[config.mk]
export PLATFORM = sky130hd
export DESIGN_NAME = pfq_shadow
export DESIGN_NICKNAME = d
export VERILOG_FILES = /design/src/rtl/pfq_pkg.sv /design/src/rtl/pfq_byte_queue.sv /design/src/rtl/pfq_insn_builder.sv /design/src/rtl/pfq_shadow.sv
export SDC_FILE = /design/constraint.sdc
export NUM_CORES = 1
export LEC_CHECK = 0
export CAP_MARGIN = 20
export CORE_UTILIZATION = 30
export DETAILED_ROUTE_END_ITERATION = 6
export SLEW_MARGIN = 10
export SYNTH_ARGS = -nofsm -noshare
export SYNTH_HDL_FRONTEND = slang
export SYNTH_SLANG_ARGS = --single-unit
export TNS_END_PERCENT = 20
[constraint.sdc]
create_clock -name clk -period 2.5 [get_ports clk]
set_input_delay 0.25 -clock clk [delete_from_list [all_inputs] [get_ports clk]]
set_output_delay 0.25 -clock clk [all_outputs]
set_load 0.05 [all_outputs]
[src/rtl/pfq_pkg.sv]
// Shared encodings for the prefetch queue shadow tracker.
// Assumes queue status is sampled as {QS1,QS0} on the rising CPU clock.
package pfq_pkg;

    typedef enum logic [1:0] {
        QS_NOP    = 2'b00,
        QS_FIRST  = 2'b01,
        QS_FLUSH  = 2'b10,
        QS_SUBSEQ = 2'b11
    } qstat_e;

    localparam logic [2:0] CYC_CODE = 3'b100;

endpackage

[src/rtl/pfq_byte_queue.sv]
// Shadow byte FIFO with push, pop and flush in one clock.
// Flush wins over both push and pop. A pop in the same clock as a push
// is taken from the existing contents, so a full queue accepts the push.
// Assumes DEPTH >= 2.
module pfq_byte_queue #(
    parameter int DEPTH = 4,
    parameter int W     = 8
) (
    input  logic                         clk,
    input  logic                         rst_n,
    input  logic                         push,
    input  logic                         pop,
    input  logic                         flush,
    input  logic [W-1:0]                 din,
    output logic [W-1:0]                 head,
    output logic                         pop_ok,
    output logic [$clog2(DEPTH+1)-1:0]   level,
    output logic                         underflow,
    output logic                         overflow
);
    localparam int LW = $clog2(DEPTH + 1);
    localparam int PW = $clog2(DEPTH);
    localparam logic [LW-1:0] FULL_LVL = LW'(DEPTH);
    localparam logic [PW-1:0] LAST_PTR = PW'(DEPTH - 1);

    logic [W-1:0]  mem [DEPTH];
    logic [PW-1:0] rd_ptr, wr_ptr;
    logic          empty, full, push_ok;

    function automatic logic [PW-1:0] ptr_next(input logic [PW-1:0] p);
        return (p == LAST_PTR) ? '0 : p + PW'(1);
    endfunction

    // Decide which requested operations are honoured this clock.
    always_comb begin
        empty   = (level == '0);
        full    = (level == FULL_LVL);
        pop_ok  = pop && !flush && !empty;
        push_ok = push && !flush && (!full || pop_ok);
        head    = mem[rd_ptr];
    end

    // Pointer, occupancy and error-pulse state.
    always_ff @(posedge clk) begin
        if (!rst_n) begin
            rd_ptr    <= '0;
            wr_ptr    <= '0;
            level     <= '0;
            underflow <= 1'b0;
            overflow  <= 1'b0;
        end else begin
            underflow <= pop && !flush && empty;
            overflow  <= push && !flush && !push_ok;
            if (flush) begin
                rd_ptr <= '0;
                wr_ptr <= '0;
                level  <= '0;
            end else begin
                if (pop_ok)  rd_ptr <= ptr_next(rd_ptr);
                if (push_ok) wr_ptr <= ptr_next(wr_ptr);
                level <= level + LW'(push_ok) - LW'(pop_ok);
            end
        end
    end

    // Byte storage, written at the tail on an accepted push.
    always_ff @(posedge clk) begin
        if (!rst_n) begin
            for (int i = 0; i < DEPTH; i++) mem[i] <= '0;
        end else if (push_ok) begin
            mem[wr_ptr] <= din;
        end
    end

endmodule

[src/rtl/pfq_insn_builder.sv]
// Collects popped bytes into the instruction being built and presents it
// when the next first-byte report closes it. Holds up to MAXB bytes; extra
// bytes are dropped and the count saturates. Empty instructions are not
// presented. Unused output lanes are zero because the buffer is cleared
// whenever an instruction starts or is discarded.
module pfq_insn_builder #(
    parameter int MAXB = 6,
    parameter int W    = 8
) (
    input  logic                        clk,
    input  logic                        rst_n,
    input  logic                        start,
    input  logic                        append_ok,
    input  logic                        discard,
    input  logic [W-1:0]                din,
    output logic                        done,
    output logic [$clog2(MAXB+1)-1:0]   out_len,
    output logic [MAXB*W-1:0]           out_bytes
);
    localparam int NW = $clog2(MAXB + 1);
    localparam logic [NW-1:0] MAX_LEN = NW'(MAXB);

    logic [W-1:0]  bufr [MAXB];
    logic [NW-1:0] len;

    // Assembly buffer and its fill count.
    always_ff @(posedge clk) begin
        if (!rst_n) begin
            len <= '0;
            for (int i = 0; i < MAXB; i++) bufr[i] <= '0;
        end else if (discard) begin
            len <= '0;
            for (int i = 0; i < MAXB; i++) bufr[i] <= '0;
        end else if (start) begin
            for (int i = 0; i < MAXB; i++) bufr[i] <= '0;
            if (append_ok) begin
                bufr[0] <= din;
                len     <= NW'(1);
            end else begin
                len <= '0;
            end
        end else if (append_ok && (len < MAX_LEN)) begin
            bufr[len] <= din;
            len       <= len + NW'(1);
        end
    end

    // Presentation of the closed instruction with a one-cycle strobe.
    always_ff @(posedge clk) begin
        if (!rst_n) begin
            done      <= 1'b0;
            out_len   <= '0;
            out_bytes <= '0;
        end else begin
            done <= 1'b0;
            if (start && !discard && (len != '0)) begin
                done    <= 1'b1;
                out_len <= len;
                for (int i = 0; i < MAXB; i++) out_bytes[i*W +: W] <= bufr[i];
            end
        end
    end

endmodule

[src/rtl/pfq_shadow.sv]
// Passive shadow of a processor prefetch queue. Decodes the sampled queue
// status and the upstream cycle type into push/pop/flush requests for the
// byte queue, and routes popped bytes into the instruction builder.
// Assumes all inputs are synchronous to clk and sampled on its rising edge.
module pfq_shadow #(
    parameter int DEPTH = 4,
    parameter int MAXB  = 6
) (
    input  logic                         clk,
    input  logic                         rst_n,
    input  logic                         cap_valid,
    input  logic [7:0]                   cap_data,
    input  logic [2:0]                   cyc_type,
    input  logic [1:0]                   qs,
    output logic [$clog2(DEPTH+1)-1:0]   q_level,
    output logic                         q_underflow,
    output logic                         q_overflow,
    output logic                         ins_done,
    output logic [$clog2(MAXB+1)-1:0]    ins_len,
    output logic [MAXB*8-1:0]            ins_bytes
);
    import pfq_pkg::*;

    qstat_e     qstat;
    logic       do_push, do_pop, do_flush, do_first;
    logic       pop_ok;
    logic [7:0] head;

    // Decode the status code and cycle type into queue requests.
    always_comb begin
        qstat    = qstat_e'(qs);
        do_push  = cap_valid && (cyc_type == CYC_CODE);
        do_flush = (qstat == QS_FLUSH);
        do_first = (qstat == QS_FIRST);
        do_pop   = (qstat == QS_FIRST) || (qstat == QS_SUBSEQ);
    end

    pfq_byte_queue #(
        .DEPTH (DEPTH),
        .W     (8)
    ) u_queue (
        .clk       (clk),
        .rst_n     (rst_n),
        .push      (do_push),
        .pop       (do_pop),
        .flush     (do_flush),
        .din       (cap_data),
        .head      (head),
        .pop_ok    (pop_ok),
        .level     (q_level),
        .underflow (q_underflow),
        .overflow  (q_overflow)
    );

    pfq_insn_builder #(
        .MAXB (MAXB),
        .W    (8)
    ) u_build (
        .clk       (clk),
        .rst_n     (rst_n),
        .start     (do_first),
        .append_ok (pop_ok),
        .discard   (do_flush),
        .din       (head),
        .done      (ins_done),
        .out_len   (ins_len),
        .out_bytes (ins_bytes)
    );

endmodule

# Word level (Yosys, flattened, before mapping)
# Memory sizes are Yosys's and may differ from the RTL's. A register that Yosys moved wholly into a read port is not among the register bits.
# Index checks and enable logic that the tools add are counted.
dict set report op_classes {
  n_reduce_logical 28
  addsub 5
  n_lt_le_gt_ge 1
  bitwise_logic 14
  mux 48
  n_eq_ne 7
}
# op count
set op_table {}
lappend op_table {{$mux W8} 15}
lappend op_table {{$mux W1} 25}
lappend op_table {{$reduce_or A8 Y1} 2}
lappend op_table {{$or A1 B1 Y1} 13}
lappend op_table {{$logic_and A1 B1 Y1} 10}
lappend op_table {{$logic_not A1 Y1} 10}
lappend op_table {{$mux W2} 5}
lappend op_table {{$mux W3} 3}
lappend op_table {{$eq A2 B2 Y1 const B} 4}
lappend op_table {{$eq A3 B3 Y1 const B} 2}
lappend op_table {{$add A2 B1 Y2 const B} 2}
lappend op_table {{$add A3 B1 Y3} 1}
lappend op_table {{$add A3 B1 Y3 const B} 1}
lappend op_table {{$logic_not A3 Y1} 1}
lappend op_table {{$lt A3 B3 Y1 const B} 1}
lappend op_table {{$reduce_bool A3 Y1} 1}
lappend op_table {{$sub A3 B1 Y3} 1}
lappend op_table {{$eq A2 B1 Y1 const B} 1}
lappend op_table {{$logic_or A1 B1 Y1} 2}
lappend op_table {{$reduce_bool A2 Y1} 1}
lappend op_table {{$reduce_or A2 Y1} 1}
lappend op_table {{$not A1 Y1} 1}
dict set report totals {
  ram_bits 80
  memories 2
  regBits 16
}
# name words width read_ports rd_ports_with_merged_regs wr line
set memory_table {}
lappend memory_table {u_build.bufr 6 8 6 6 6 pfq_insn_builder.sv:23} ;# logic [W-1:0] bufr [MAXB];
lappend memory_table {u_queue.mem 4 8 1 1 4 pfq_byte_queue.sv:26} ;# logic [W-1:0] mem [DEPTH];

# Logic depth before layout (Yosys ltp)
# Gate-level depths: netlist of the first run.
dict set report depth {
  depth_word 12
  depth_mapped 11
  depth_no_buf 10
}

# Hierarchy
# From an unflattened synthesis of the first run, not the netlist that was laid out.
dict set report unflattened {
  hier_cells 519
  area_unflattened_um2 6252.2
}
# module seq_area_each_um2 n_inst area_per_inst_um2 cells_per_inst
set modules_own_cells {}
lappend modules_own_cells {pfq_insn_builder 2542.4 1 4191.5 380}
lappend modules_own_cells {pfq_byte_queue 1181.1 1 2031.9 135}
lappend modules_own_cells {pfq_shadow 0.0 1 28.8 4}

# Least setup slack after synthesis of the first run
# Ideal clock, no wire load.
dict set report synth_path {
  path_type {register to register}
  from {register u_queue.level[1]}
  to {register u_queue.level[2]}
  arrival_ns 2.381
  required_time_ns 2.422
  stages_incl_launch_ff 11
  path_buffers 0
  slack_ns 0.041
  path_cell_list {dfxtp_1 o31ai_4 inv_2 ha_1 inv_1 ha_1 inv_1 fa_1 xor2_1 and2_1 nor3_1}
}
dict set report synth_via {
  elab_chain_cells 7
}
# element line
set synth_rtl {}
lappend synth_rtl {{from (decl)} pfq_byte_queue.sv:17} ;# output logic [$clog2(DEPTH+1)-1:0] level,
lappend synth_rtl {{from (signal assigned)} pfq_byte_queue.sv:61} ;# level <= level + LW'(push_ok) - LW'(pop_ok);
lappend synth_rtl {{$logic_not A3 Y1 (*)} pfq_byte_queue.sv:36} ;# empty = (level == '0);
lappend synth_rtl {{$logic_not A1 Y1 (*)} pfq_byte_queue.sv:38} ;# pop_ok = pop && !flush && !empty;
lappend synth_rtl {{$logic_and A1 B1 Y1 (*)} pfq_byte_queue.sv:38}
lappend synth_rtl {{named net pop_ok} pfq_shadow.sv:26} ;# logic pop_ok;
lappend synth_rtl {{$logic_or A1 B1 Y1} pfq_byte_queue.sv:39} ;# push_ok = push && !flush && (!full || pop_ok);
lappend synth_rtl {{$logic_and A1 B1 Y1} pfq_byte_queue.sv:39}
lappend synth_rtl {{$add A3 B1 Y3} pfq_byte_queue.sv:61}
lappend synth_rtl {{$sub A3 B1 Y3 (*)} pfq_byte_queue.sv:61}
# The timed path passes the listed nets; every way through them passes the cells marked *.
# A chain may end at the register's enable or synchronous reset.

# Worst setup path after layout of the first run
# Ends and elaborated chain as after synthesis.

==> impl_metrics.py, run 1 <==
metrics = {
    "worst_setup_path": {
        "critPathRequiredTime_ns": 2.84,
        "r2r-start": "u_queue.level[1]",
        "r2r_cells": 10,
        "cp-start-kind": "flop",
        "worstPathArrival_ns": 2.53,
        "end_kind": "flop",
        "crit_type": "flop to flop",
        "timing.rr.end": "u_queue.level[2]",
        "cp-endpoint": "u_queue.level[2]",
        "setup.worst_path.start": "u_queue.level[1]",
        "worst-path-max-fanout": 6,
        "r2r_setup_slack_ns": 0.31,
    },
    "die": {
        "die_area_sq_um": 20300,
        "row_count": 51,
        "start_util_pct": 30.5,
        "core_area_sq_um": 19400,
        "die_h_microns": 143,
        "die_x_microns": 143,
        "ios": 73,
    },
    "drt": {
        "vias": 4134,
        "first_pass_iters": 4,
        "drc": 0,
        "routed_via_density": 4.69,
        "wl_per_cell_microns": 14.9,
        "ant_nets": 0,
        "drt-total-wl_microns": 13100,
        "drtIter0Drc": 272,
    },
    "clock_tree": {
        "holdBufCountCts": 0,
        "post_cts_resize_count": 0,
        "cts_tree": "done",
        "postCtsSetupBuffers": 0,
        "worstSkewPairLatency_ns": 0.42,
        "cts.sinks": 146,
        "cts_buffer_depth": 2,
        "h-tree-depth": 4,
        "cts_root_buf": "clkbuf_16",
        "clkTransAtPathRegs_ns": 0.06,
        "cts_inserted_buffers": 17,
    },
    "timing": {
        "drv_slew": 0,
        "setup_viol": 0,
        "max_freq_ghz": 0.457,
        "hold_violations": 0,
        "finalSetupTns_ns": 0,
        "fin_skew_ns": 0.00655,
        "slew_headroom_pct": 65.1,
        "worst_pin_slew_ns": 0.522,
        "rsz0062_at_grt": "false",
        "period_needed_ns": 2.19,
        "period_share_pct": 87.6,
        "hold_ws_ns": 0.479,
    },
    "global_routing": {
        "track_usage_pct": 13.7,
        "first_global_vias": 4100,
        "grt_start_max_net_pins": 54,
        "antenna_found_initial": 0,
        "grt-ovfl-total": 0,
        "grt_pass1_wl_microns": 21100,
    },
    "synth": {
        "synth_warnings": 0,
        "synth_area_per_cell_sq_um": 11.2,
        "netlist.area_leader.share_pct": 40.6,
        "ys_ff_latch": 146,
        "async_reset_ff_share_pct": 0,
        "synth_edf_count": 80,
        "synthesis.nets": 551,
        "synth_top_flop_cell": "edfxtp_1",
        "syn_inst": 528,
        "synth_area_leaders": "edfxtp_1 (41%), dfxtp_1 (22%), and2_1 (5.3%), a21oi_1 (4.7%), nand3_1 (4.7%)",
        "seq_area_frac_synth_pct": 62.9,
        "post_synth_num_cell_types": 41,
        "synth_top_cells_by_count": "edfxtp_1 (80), dfxtp_1 (66), a21oi_1 (56), nand3_1 (56), and2_1 (50)",
        "synth.most_common_cell": "edfxtp_1",
        "syn_area_sq_um": 5920,
        "synth_top_area_cell": "edfxtp_1",
    },
    "layout": {
        "final_nets": 626,
        "diodes": 0,
        "drive_above_1_share_pct": 12.0,
        "syn2layout_area_growth_pct": 29.1,
        "final_cells": 881,
        "nFillCells": 1881,
        "seq_area_sq_um": 3720,
        "multi_input_area_sq_um": 1990,
    },
    "placement": {
        "dp_cells": 849,
        "dp_hpwl_microns": 9130,
        "gp_congestion": 0.799,
        "portBuffers": 72,
    },
    "min_path": {
        "worstHoldPathType": "flop to flop",
    },
    "pwr": {
        "ir_worst_vdd_v": 0.000631,
        "powerDensity_nw_per_um2": 822,
        "p_leak_nw": 2.67,
    },
    "run_status": {
        "status": "finished clean",
    },
    "flow_run": {
        "maxCapViolations": 0,
    },
}
-- worst min-delay path by stage --
stage	startpoint	to	slack, ns	cells past startpoint
final	u_build.out_bytes[11]	u_build.out_bytes[11]	0.48	2
after global routing	u_build.out_bytes[37]	u_build.out_bytes[37]	0.50	2
after CTS	u_build.out_bytes[43]	u_build.out_bytes[43]	0.48	2
after detailed placement	u_build.out_bytes[43]	u_build.out_bytes[43]	0.47	2
after global placement	u_build.out_bytes[15]	u_build.out_bytes[15]	0.47	2
after floorplan	u_queue.rd_ptr[1]	flop	0.45	2
-- through the flow --
| step | total power [mW] | utilization, % | worst slack (ns) | cell area, sq um |
|---|---|---|---|---|
| after floorplan | 3.36 | - | 0.0410 | 5920 |
| after global placement | 3.65 | 36.2 | 0.0965 | 7020 |
| after detailed placement | 3.68 | 36.2 | 0.0146 | 7020 |
| after CTS | 6.36 | 39.4 | 0.325 | 7650 |
| after global routing | 6.53 | 39.4 | 0.173 | 7650 |
| final | 6.29 | 39.4 | 0.310 | 7650 |
-- layout make-up --
type,instances,area share (%)
clock buffers,21,6.30
clock inverters,11,1.91
inverters,10,0.556
multi-input cells,331,26.0
flip-flops and latches,146,48.7
well taps,265,4.34
repair buffers,97,12.2
-- power breakdown --
part | switching (mW) | internal [mW]
Sequential | 0.0979 | 2.66
Clock | 0.976 | 1.69
Combinational | 0.574 | 0.294
Total | 1.65 | 4.64
-- worst max-delay path, cell delays in order, from the launching register on --
cell     delay (ns)
dfxtp_1        0.40
o31ai_4        0.28
inv_2          0.07
ha_1           0.28
inv_1          0.06
ha_1           0.13
inv_1          0.05
fa_1           0.37
xor2_1         0.16
and2_1         0.17
nor3_1         0.15
-- registers in the layout, summed over array words and instances, names as in the netlist, 2 cells and up, named ones only --
signal             count
u_queue.mem           32
u_queue.wr_ptr         2
u_queue.rd_ptr         2
u_build.out_bytes     48
u_queue.level          3
u_build.out_len        3
u_build.bufr          48
u_build.len            3
-- cells in the final DEF, fill, tap and decap left out, types with 3 or more instances in the layout --
master,Yosys,routed
and3_1,6,6
ha_1,6,6
nor2_1,36,36
bufinv_16,0,3
o21ai_0,48,48
nand2b_1,8,8
nor3_1,5,5
nand2_1,19,19
nand3_1,56,56
inv_4,0,3
buf_4,0,23
dfxtp_1,66,66
a21oi_1,56,56
inv_1,7,7
nand4_2,3,3
o21ai_1,6,6
clkdlybuf4s50_1,0,72
and2_1,50,50
clkbuf_16,0,18
mux4_2,8,8
edfxtp_1,80,80
-- cell families after synthesis --
| kind of cell | count (synthesis) | synth area share (%) |
|---|---|---|
| buf+inv | 51 | 3.63 |
| mux | 10 | 3.38 |
| fa+ha+maj | 7 | 1.61 |
| xor+xnor | 1 | 0.148 |
| simple gates | 197 | 18.1 |
| compound gates | 116 | 10.3 |
| flops | 146 | 62.9 |
-- metal layers --
layer	vias to the layer above	GRT usage, %	wire [microns]
li1	2038	-	-
met1	1988	16.9	5980
met2	95	22.4	6390
met3	13	3.47	550
met4	0	6.34	172
met5	-	0	0
Note: power is estimated with default switching activity, not from simulation.
==> run 2, diff against run 1 <==
- CORE_UTILIZATION: 30 -> 45
- PLACE_DENSITY: default -> 0.67
==> impl_metrics.py, run 2 (same netlist as run 1, synthesis figures left out) <==
metrics = {
    "clock_tree": {
        "cts_root_buf": "clkbuf_16",
        "cts_tree": "done",
        "post_cts_resize_count": 0,
        "cts_buffer_depth": 2,
        "h-tree-depth": 4,
        "postCtsSetupBuffers": 0,
        "clkTransAtPathRegs_ns": 0.06,
        "cts.sinks": 146,
        "holdBufCountCts": 0,
        "cts_inserted_buffers": 17,
        "worstSkewPairLatency_ns": 0.41,
    },
    "timing": {
        "period_needed_ns": 2.18,
        "rsz0062_at_grt": "false",
        "fin_skew_ns": 0.00806,
        "finalSetupTns_ns": 0,
        "setup_viol": 0,
        "slew_headroom_pct": 49.6,
        "worst_pin_slew_ns": 0.752,
        "drv_slew": 0,
        "setup_slack_ns": 0.318,
        "max_freq_ghz": 0.458,
        "period_share_pct": 87.3,
        "hold_violations": 0,
        "hold_ws_ns": 0.468,
    },
    "pwr": {
        "ir_worst_vdd_v": 0.000433,
        "comb_power_share_pct": 14.1,
        "power.switching_mw": 1.58,
        "p_leak_nw": 2.65,
        "seqPwrFrac_pct": 45.5,
        "total_power_mw": 6.07,
        "pwr-share-clk_pct": 40.5,
        "p_int_mw": 4.49,
        "swShare_pct": 26.1,
        "powerDensity_nw_per_um2": 812,
    },
    "drt": {
        "vias": 4162,
        "ant_nets": 0,
        "first_pass_iters": 4,
        "routed_via_density": 5.30,
        "wl_per_cell_microns": 15.9,
        "drc": 0,
        "drt-total-wl_microns": 12500,
        "drtIter0Drc": 336,
    },
    "worst_setup_path": {
        "worst-path-max-fanout": 6,
        "setup.worst_path.start": "u_queue.level[1]",
        "crit_type": "flop to flop",
        "end_kind": "flop",
        "r2r-start": "u_queue.level[1]",
        "critPathRequiredTime_ns": 2.84,
        "cp-endpoint": "u_queue.level[2]",
        "r2r_cells": 10,
        "cp-start-kind": "flop",
        "timing.rr.end": "u_queue.level[2]",
        "worstPathArrival_ns": 2.52,
        "r2r_setup_slack_ns": 0.32,
    },
    "die": {
        "die_area_sq_um": 13600,
        "die_x_microns": 117,
        "ios": 73,
        "row_count": 41,
        "die_h_microns": 117,
        "start_util_pct": 46.6,
        "core_area_sq_um": 12700,
    },
    "layout": {
        "fin_util_pct": 58.8,
        "final_common_cell": "edfxtp_1",
        "drive_above_1_share_pct": 11.7,
        "diodes": 0,
        "final_cells": 786,
        "final_nets": 624,
        "syn2layout_area_growth_pct": 26.2,
        "layout_common_cells": "edfxtp_1 (80), clkdlybuf4s50_1 (72), dfxtp_1 (66)",
        "top_regs": "u_build.bufr: 48 flops, u_build.out_bytes: 48 flops, u_queue.mem: 32 flops",
        "stdcell_area_sq_um": 7470,
    },
    "placement": {
        "dp_hpwl_microns": 8570,
        "pre_cts_ws_ns": 0.0619,
        "gp_congestion": 0.777,
        "place_area_sq_um": 6890,
        "dp_cells": 754,
        "portBuffers": 72,
    },
    "min_path": {
        "worstHoldPathType": "flop to flop",
        "hold_depth": 2,
    },
    "global_routing": {
        "first_global_vias": 3967,
        "grt-ovfl-total": 0,
        "grt_pass1_wl_microns": 20200,
        "track_usage_pct": 19.9,
        "antenna_found_initial": 0,
        "grt_start_max_net_pins": 54,
    },
    "flow_run": {
        "maxCapViolations": 0,
    },
    "run_status": {
        "status": "finished clean",
    },
}
## run 2: cell count changes in the layout (fill, tap and decap cells not counted)
| cell | before | now |
|---|---|---|
| inv_6 | 2 | 1 |
| bufinv_16 | 3 | 2 |
| clkinv_4 | 2 | 1 |
| clkbuf_16 | 18 | 17 |
| buf_4 | 23 | 21 |
| o31ai_2 | 0 | 1 |
| clkbuf_1 | 1 | 2 |
| inv_4 | 3 | 1 |
| clkinv_2 | 0 | 4 |
| o31ai_1 | 1 | 0 |
| clkbuf_8 | 2 | 3 |
## run 2: layer usage
metal	track usage (%)	vias up	share of wire (%)
met1	24.3	2018	44
met5	0	-	0
met4	5.82	0	0.48
met3	5.97	4	4.4
met2	34.2	104	52
li1	-	2036	-
## run 2: worst min path at each step
stage                                     start               endpoint  slack (ns)
after floorplan               u_queue.rd_ptr[1]                   flop        0.45
after global placement    u_build.out_bytes[19]  u_build.out_bytes[19]        0.46
after detailed placement     u_build.out_len[2]     u_build.out_len[2]        0.46
after CTS                    u_build.out_len[2]     u_build.out_len[2]        0.47
after global routing      u_build.out_bytes[29]  u_build.out_bytes[29]        0.49
final                        u_build.out_len[2]     u_build.out_len[2]        0.47
## run 2: power by group through the flow
stage | combinational [mW] | sequential [mW] | clock, mW
final | 0.853 | 2.76 | 2.46
after floorplan | 0.476 | 2.88 | 0
after detailed placement | 0.855 | 2.81 | 0
after global routing | 0.943 | 2.78 | 2.60
after global placement | 0.838 | 2.81 | 0
after CTS | 0.859 | 2.76 | 2.50
## run 2: worst max-delay path, stage by stage, from the launching register on
cell	delay, ns
dfxtp_1	0.41
o31ai_4	0.32
inv_2	0.07
ha_1	0.27
inv_1	0.06
ha_1	0.13
inv_1	0.05
fa_1	0.37
xor2_1	0.16
and2_1	0.17
nor3_1	0.10
## run 2: area by class of cell
| type | instances | area (sq um) |
|---|---|---|
| fill | 1098 | 5250 |
| multi-input combinational | 331 | 1990 |
| clock buffer | 22 | 474 |
| timing repair buffer | 95 | 918 |
| clock inverter | 10 | 106 |
| tap | 172 | 215 |
| sequential | 146 | 3720 |
| inverter | 10 | 42.5 |
==> run 3, diff against run 2 <==
- SLEW_MARGIN: 10 -> 20
==> results of run 3 <==
No change in the layout: final DEF, timing and power equal those of run 2.
